==> src/rtl/rxto_pkg.sv <==
package rxto_pkg;
  localparam int unsigned CNT_W_DEF  = 8;
  localparam int unsigned SYNC_STAGES = 2;

  typedef enum logic {
    MODE_HOLD = 1'b0,
    MODE_RUN  = 1'b1
  } run_mode_e;
endpackage

==> src/rtl/rxto_rst_sync.sv <==
module rxto_rst_sync #(
  parameter int unsigned STAGES = rxto_pkg::SYNC_STAGES
) (
  input  logic clk_i,
  input  logic rst_ni,
  output logic rst_no
);
  logic [STAGES-1:0] sync_q;

  always_ff @(posedge clk_i or negedge rst_ni) begin
    if (!rst_ni) sync_q <= '0;
    else         sync_q <= {sync_q[STAGES-2:0], 1'b1};
  end

  assign rst_no = sync_q[STAGES-1];
endmodule

==> src/rtl/rxto_counter.sv <==
module rxto_counter #(
  parameter int unsigned CNT_W = rxto_pkg::CNT_W_DEF
) (
  input  logic             clk_i,
  input  logic             rst_ni,
  input  logic             load_i,
  input  logic [CNT_W-1:0] load_val_i,
  input  logic             dec_i,
  output logic [CNT_W-1:0] cnt_o,
  output logic             last_o
);
  localparam logic [CNT_W-1:0] ONE = CNT_W'(1);

  logic [CNT_W-1:0] cnt_d, cnt_q;
  logic             cnt_en;

  assign cnt_en = load_i | dec_i;

  always_comb begin
    cnt_d = cnt_q;
    if (load_i)     cnt_d = load_val_i;
    else if (dec_i) cnt_d = cnt_q - ONE;
  end

  always_ff @(posedge clk_i or negedge rst_ni) begin
    if (!rst_ni)     cnt_q <= '0;
    else if (cnt_en) cnt_q <= cnt_d;
  end

  assign cnt_o  = cnt_q;
  assign last_o = (cnt_q == ONE);
endmodule

==> src/rtl/rxto_ctrl.sv <==
module rxto_ctrl (
  input  logic clk_i,
  input  logic rst_ni,
  input  logic enable_i,
  input  logic bit_tick_i,
  input  logic char_rx_i,
  input  logic cmd_arm_i,
  input  logic cmd_reload_i,
  input  logic last_i,
  output logic load_o,
  output logic dec_o,
  output logic set_o,
  output logic clr_o,
  output logic run_o
);
  import rxto_pkg::*;

  run_mode_e mode_d, mode_q;
  logic      any_load;

  assign any_load = enable_i & (cmd_reload_i | cmd_arm_i | char_rx_i);
  assign load_o   = any_load;
  assign dec_o    = enable_i & (mode_q == MODE_RUN) & bit_tick_i & ~any_load;
  assign set_o    = dec_o & last_i;
  assign clr_o    = ~enable_i | cmd_reload_i | cmd_arm_i;

  always_comb begin
    mode_d = mode_q;
    if (!enable_i)         mode_d = MODE_HOLD;
    else if (cmd_reload_i) mode_d = MODE_RUN;
    else if (cmd_arm_i)    mode_d = MODE_HOLD;
    else if (char_rx_i)    mode_d = MODE_RUN;
    else if (set_o)        mode_d = MODE_HOLD;
  end

  always_ff @(posedge clk_i or negedge rst_ni) begin
    if (!rst_ni) mode_q <= MODE_HOLD;
    else         mode_q <= mode_d;
  end

  assign run_o = (mode_q == MODE_RUN);
endmodule

==> src/rtl/rxto_flag.sv <==
module rxto_flag (
  input  logic clk_i,
  input  logic rst_ni,
  input  logic set_i,
  input  logic clr_i,
  input  logic irq_en_i,
  output logic flag_o,
  output logic irq_o
);
  logic flag_d, flag_q, flag_en;

  assign flag_en = set_i | clr_i;

  always_comb begin
    flag_d = flag_q;
    if (clr_i)      flag_d = 1'b0;
    else if (set_i) flag_d = 1'b1;
  end

  always_ff @(posedge clk_i or negedge rst_ni) begin
    if (!rst_ni)      flag_q <= 1'b0;
    else if (flag_en) flag_q <= flag_d;
  end

  assign flag_o = flag_q;
  assign irq_o  = flag_q & irq_en_i;
endmodule

==> src/rtl/rx_idle_timer.sv <==
module rx_idle_timer #(
  parameter int unsigned CNT_W = rxto_pkg::CNT_W_DEF
) (
  input  logic             clk_i,
  input  logic             rst_ni,
  input  logic [CNT_W-1:0] timeout_val_i,
  input  logic             bit_tick_i,
  input  logic             char_rx_i,
  input  logic             cmd_arm_i,
  input  logic             cmd_reload_i,
  input  logic             irq_en_i,
  output logic             timeout_flag_o,
  output logic             irq_o
);
  logic             rst_sync_n;
  logic             enable;
  logic             load, dec, set, clr, last, run_w;
  logic [CNT_W-1:0] cnt_w;

  assign enable = (timeout_val_i != '0);

  rxto_rst_sync i_rst_sync (
    .clk_i  (clk_i),
    .rst_ni (rst_ni),
    .rst_no (rst_sync_n)
  );

  rxto_ctrl i_ctrl (
    .clk_i        (clk_i),
    .rst_ni       (rst_sync_n),
    .enable_i     (enable),
    .bit_tick_i   (bit_tick_i),
    .char_rx_i    (char_rx_i),
    .cmd_arm_i    (cmd_arm_i),
    .cmd_reload_i (cmd_reload_i),
    .last_i       (last),
    .load_o       (load),
    .dec_o        (dec),
    .set_o        (set),
    .clr_o        (clr),
    .run_o        (run_w)
  );

  rxto_counter #(.CNT_W(CNT_W)) i_cnt (
    .clk_i      (clk_i),
    .rst_ni     (rst_sync_n),
    .load_i     (load),
    .load_val_i (timeout_val_i),
    .dec_i      (dec),
    .cnt_o      (cnt_w),
    .last_o     (last)
  );

  rxto_flag i_flag (
    .clk_i    (clk_i),
    .rst_ni   (rst_sync_n),
    .set_i    (set),
    .clr_i    (clr),
    .irq_en_i (irq_en_i),
    .flag_o   (timeout_flag_o),
    .irq_o    (irq_o)
  );
endmodule

==> config.mk <==
export PLATFORM = sky130hd
export DESIGN_NAME = rx_idle_timer
export DESIGN_NICKNAME = d
export VERILOG_FILES = /design/src/rtl/rxto_pkg.sv /design/src/rtl/rxto_rst_sync.sv /design/src/rtl/rxto_counter.sv /design/src/rtl/rxto_ctrl.sv /design/src/rtl/rxto_flag.sv /design/src/rtl/rx_idle_timer.sv
export SDC_FILE = /design/constraint.sdc
export NUM_CORES = 1
export LEC_CHECK = 0
export ABC_AREA = 0
export BUFFER_PORTS_ARGS = -buffer_cell sky130_fd_sc_hd__clkbuf_2
export CAP_MARGIN = 40
export CELL_PAD_IN_SITES_DETAIL_PLACEMENT = 1
export CELL_PAD_IN_SITES_GLOBAL_PLACEMENT = 2
export CORE_UTILIZATION = 35
export CTS_BUF_LIST = sky130_fd_sc_hd__clkbuf_8
export DETAILED_ROUTE_END_ITERATION = 10
export GPL_ROUTABILITY_DRIVEN = 0
export PLACE_DENSITY = 0.88
export RECOVER_POWER = 50
export SLEW_MARGIN = 20
export SYNTH_ARGS = -nofsm -noshare
export SYNTH_HDL_FRONTEND = slang
export SYNTH_SLANG_ARGS = --single-unit
==> constraint.sdc <==
create_clock -name clk_i -period 1.02 [get_ports clk_i]
set_input_delay 0.204 -clock clk_i [delete_from_list [all_inputs] [get_ports clk_i]]
set_output_delay 0.204 -clock clk_i [all_outputs]
set_load 0.01 [all_outputs]
== After elaboration in Yosys (flattened, before gate mapping) ==
Index checks and enable logic that the tools add are counted.

* Bits of input ports: 15
* Bits in registers: 12

* Add/subtract/negate cells: 1
* Equality and inequality tests: 2
* Multiplexer cells: 9
* Bitwise logic cells: 14
* Reduce and logical (&&, ||, !) cells: 5

{| class="wikitable"
|+ Operators with widths
! cell !! count
|-
| $mux W8 || 2
|-
| $eq A8 B1 Y1 const B || 1
|-
| $reduce_bool A8 Y1 || 1
|-
| $sub A8 B1 Y8 const B || 1
|-
| $mux W1 || 7
|-
| $and A1 B1 Y1 || 6
|-
| $or A1 B1 Y1 || 6
|-
| $ne A5 B4 Y1 const B || 1
|-
| $reduce_and A2 Y1 || 2
|-
| $reduce_bool A2 Y1 || 2
|-
| $not A1 Y1 || 2
|}

== Longest topological paths before layout ==
* Depth in word-level cells: 11
* Gate-level depth with buffers: 6
* Gate-level depth less buffers: 6

== Cells and area by module ==
From an unflattened synthesis, not the netlist that was laid out.

* Cells, all modules: 70
* Area total of the unflattened synthesis: 664.4 um2

{| class="wikitable"
|+ By module, submodules not included
! module !! instances !! area an instance (um2) !! sequential area each (um2) !! cells an instance
|-
| rxto_counter || 1 || 460.4 || 200.2 || 50
|-
| rxto_ctrl || 1 || 92.6 || 25.0 || 11
|-
| rxto_rst_sync || 1 || 53.8 || 50.0 || 3
|-
| rxto_flag || 1 || 41.3 || 25.0 || 3
|-
| rx_idle_timer || 1 || 16.3 || 0.0 || 3
|}

== Worst setup path after synthesis ==
No wires, ideal clock.

* Path type: register to register
* Start point: reg i_cnt.cnt_q[3] (netlist: i_cnt.cnt_o[3])
* End point: reg i_cnt.cnt_q[6] (netlist: i_cnt.cnt_o[6])
* Data arrival time: 1375 ps
* Clock period less this slack: 1501 ps
* Buffers on the path: 0
* Path slack: -481 ps
* Required time: 894 ps
* Stages on the path, launching flop included: 5
* Cell sequence: dfrtp_1 -> or4_1 -> o21ai_0 -> nand2_1 -> a221o_1

* Longest elaborated chain between the ends: 3

{| class="wikitable"
|+ Ends and longest elaborated chain
! what !! line !! source
|-
| from (decl) || rxto_counter.sv:14 || <nowiki>logic [CNT_W-1:0] cnt_d, cnt_q;</nowiki>
|-
| from (signal assigned) || rxto_counter.sv:27 || <nowiki>else if (cnt_en) cnt_q <= cnt_d;</nowiki>
|-
| $sub A8 B1 Y8 || rxto_counter.sv:22 || <nowiki>else if (dec_i) cnt_d = cnt_q - ONE;</nowiki>
|-
| $mux W8 || rxto_counter.sv:22 ||
|-
| $mux W8 || rxto_counter.sv:21 || <nowiki>if (load_i) cnt_d = load_val_i;</nowiki>
|}

No other way between the ends. The select of a mux whose other input is x is not followed.
A chain may end at the register's enable or synchronous reset.

== Worst setup path after layout ==
* Start point: reg i_cnt.cnt_q[4] (netlist: i_cnt.cnt_o[4])
* End point: reg i_cnt.cnt_q[6] (netlist: i_cnt.cnt_o[6])

Same word-level chain as after synthesis.

==> impl_metrics.toml <==
[floorplanning]
core_mm2 = 0.00194
initial_core_util = 0.370
num_io_pins = 17
dieArea_mm2 = 0.00224
die_h_um = 47.3
fp.dieW_um = 47.3
rows = 16

[global_route]
grt_first_pass_wirelength_um = 4780
grt_pass1_vias = 950
grt_max_degree = 15
antenna_found_initial = 0
grt_usage = 0.329
overflow = 0

[clocking]
htree_levels = 1
numCtsBuffers = 3
cts_tree = "yes"
cts-root-buf = "clkbuf_8"
clock_sinks = 12
clkTransAtPathRegs_ns = 0.06
clock_latency_ns = 0.25
ctsLongestPathBuffers = 2

[drt]
vias_per_cell = 5.98
first_iter_violations = 22
post_drt_wl_per_cell_um = 24.6
firstDrtPassIters = 4
ant_nets = 0
drc_errors = 0
vias = 921
routed_wl_um = 3780

[critical_path]
worst_setup_path_end_kind = "flop"
crit_chain = "or4_1, o21ai_1, nand2_1, a221o_1"
cp_top_family = "simple AND/OR/NAND/NOR gates"
worstPathMaxFanout = 2
crit_slowest_cell = "or4_1"
cp-start-kind = "flop"
critical_path_buf_inv_count = 0
critical_path_required_ns = 1.15
slowest_delay_ns = 0.53
crit_type = "reg -> reg"
critPathArrivalTime_ns = 1.71

[power_and_ir_drop]
p_total_mw = 1.48
p_per_area_mw_per_mm2 = 1100
vdd_ir_drop_max_mv = 1.05
power.leakage_nw = 0.595
p_sw_mw = 0.430
p_sw_frac = 0.290
internal_power_mw = 1.05
p_clk_frac = 0.362
seqPwrFrac = 0.365
p_comb_frac = 0.274

[sta]
finalCriticalPeriod_ns = 1.59
post-route-period-util = 1.56
rsz0062_at_grt = "yes"
max_freq_ghz = 0.629
finalSetupViolations = 12
final_max_slew_viol_count = 0
hold_viol_final = 0
skew_ns = 0.00576
setup_ws_ns = -0.570

[logic_synthesis]
synth_enable_flop_cells = 0
synthesis.area_um2 = 718
synth.distinct_cells = 29
synth_top_family_by_area = "compound AO/OA/AOI/OAI gates"
netlist_instances = 74
synth_compound_area_frac = 0.267
synth_fa_ha_area_frac = 0.0348
yosys.area_share.simple = 0.253
ys_ff_latch = 12
synth.avg_cell_area_um2 = 9.71
yosys_most_used_dff = "dfrtp_1"
synthArstFlopShare = 1.00
syn-num-nets = 91
synth.yosys.seq_area_share = 0.418
yosysWarningCount = 0
synth_top_area_frac = 0.418
synth_top_cell_by_area = "dfrtp_1"
synthMuxAreaShare = 0
synthTopCellsByArea = "dfrtp_1 (42%), a221o_1 (8.4%), o21ai_0 (5.6%)"
synthXorXnorAreaFrac = 0

[cells_and_area]
area_growth_pct = 88.7
nFillCells = 206
register_area_um2 = 300
utilization = 0.698
diodes = 0
nNetsFinal = 145
fin_cells = 154
drive_gt1_frac = 0.598
final_cell_area_mm2 = 0.00136
multi_input_area_um2 = 572

[place]
io_buffers = 16
post_dp_cell_area_mm2 = 0.00105
place_inst = 143
place_hpwl_um = 1860

[job]
drv_cap = 0

[outcome]
violations = "setup timing"
status = "finished with violations"

[min_path]
hold_class = "reg -> async"
cell usage in the layout (no fill, tap or decap), types with 2 or more instances in the layout:
cell      count
inv_1         2
nor2_1        4
nand2_1       3
o21ai_2       2
clkbuf_2     11
dfrtp_1      12
a221o_1       6
ha_4          2
nor3_1        3
buf_6         7
clkbuf_8      4
nor4_4        2
buf_4        29
nor4_1        2
or4_4         2
o21ai_1       5
registers in the layout, indices dropped and copies added, names as in the netlist:
signal,flops
i_cnt.cnt_o,8
i_rst_sync.sync_q,2
i_ctrl.run_o,1
i_flag.flag_o,1
power groups by stage:
stage | sequential (mW) | combinational (mW) | clock, mW
floorplan | 0.546 | 0.0952 | 0
global placement | 0.541 | 0.256 | 0
detailed placement | 0.545 | 0.268 | 0
CTS | 0.540 | 0.329 | 0.545
global route | 0.547 | 0.419 | 0.571
finish | 0.541 | 0.406 | 0.537
metrics by stage:
stage / TNS [ns] / setup WS, ns / hold slack [ns]
finish: -4.23 / -0.570 / 0.177
global route: -4.63 / -0.602 / 0.230
CTS: -3.70 / -0.509 / 0.191
detailed placement: -5.43 / -0.613 / -0.00971
global placement: -4.88 / -0.582 / -0.0106
floorplan: -3.23 / -0.450 / -0.0916
worst reg2reg max path: cells and delay by family (launching register included):
family | cells | cell delay (ns)
AOI/OAI and AO/OA | 2 | 0.47
DFF | 1 | 0.37
and+or+nand+nor | 2 | 0.62
path summary, 6_finish.rpt:
check | slack, ns | cells after the start | endpoint | from
worst max-delay path | -0.57 | 4 | i_cnt.cnt_o[6] | i_cnt.cnt_o[4]
worst min-delay path | 0.18 | 0 | i_flag.flag_o | i_rst_sync.sync_q[1]
worst max register to register | -0.57 | 4 | i_cnt.cnt_o[6] | i_cnt.cnt_o[4]
worst min register to register | 0.18 | 0 | i_flag.flag_o | i_rst_sync.sync_q[1]
max in group asynchronous | 0.54 | 0 | i_cnt.cnt_o[6] | i_rst_sync.sync_q[1]
min in group clk_i | 0.30 | 3 | i_cnt.cnt_o[1] | timeout_val_i[1]
what timing repair did:
item                       CTS  global route
pin swaps                    7             8
hold buffers                 1             0
resized for setup           24            25
hold endpoints to repair     2             0
gates cloned                 0             0
buffers inserted             4             3
setup endpoints to repair   11            12
cells by family (layout without fill, tap and decap cells):
logic type	count (synthesis)	in the layout
and+or+nand+nor	31	31
buffers and inverters	4	57
other	1	1
adders and majority gates	2	2
AOI/OAI and AO/OA	24	24
DFF	12	12
layout make-up:
class	count	share of cell area
repair buffers	50	0.281
multi-input cells	58	0.422
flip-flops and latches	12	0.222
inverters	3	0.0102
well taps	27	0.0249
clock buffers	4	0.0406
synth_stat cells, types with 2 or more instances:
cell type  instances
a21oi_1            2
a221o_1            6
and2_1             2
dfrtp_1           12
ha_1               2
inv_1              3
nand2_1            3
nand3_1            3
nor2_1             6
nor3_1             5
nor4_1             4
o21ai_0            8
or4_4              2
routing by layer:
metal | GRT usage | share of wire | vias to the layer above
li1 | - | - | 398
met1 | 0.374 | 0.39 | 445
met2 | 0.532 | 0.49 | 56
met3 | 0.119 | 0.058 | 22
met4 | 0.183 | 0.058 | 0
met5 | 0 | 0 | -
Power figures use the tool's default switching activity.
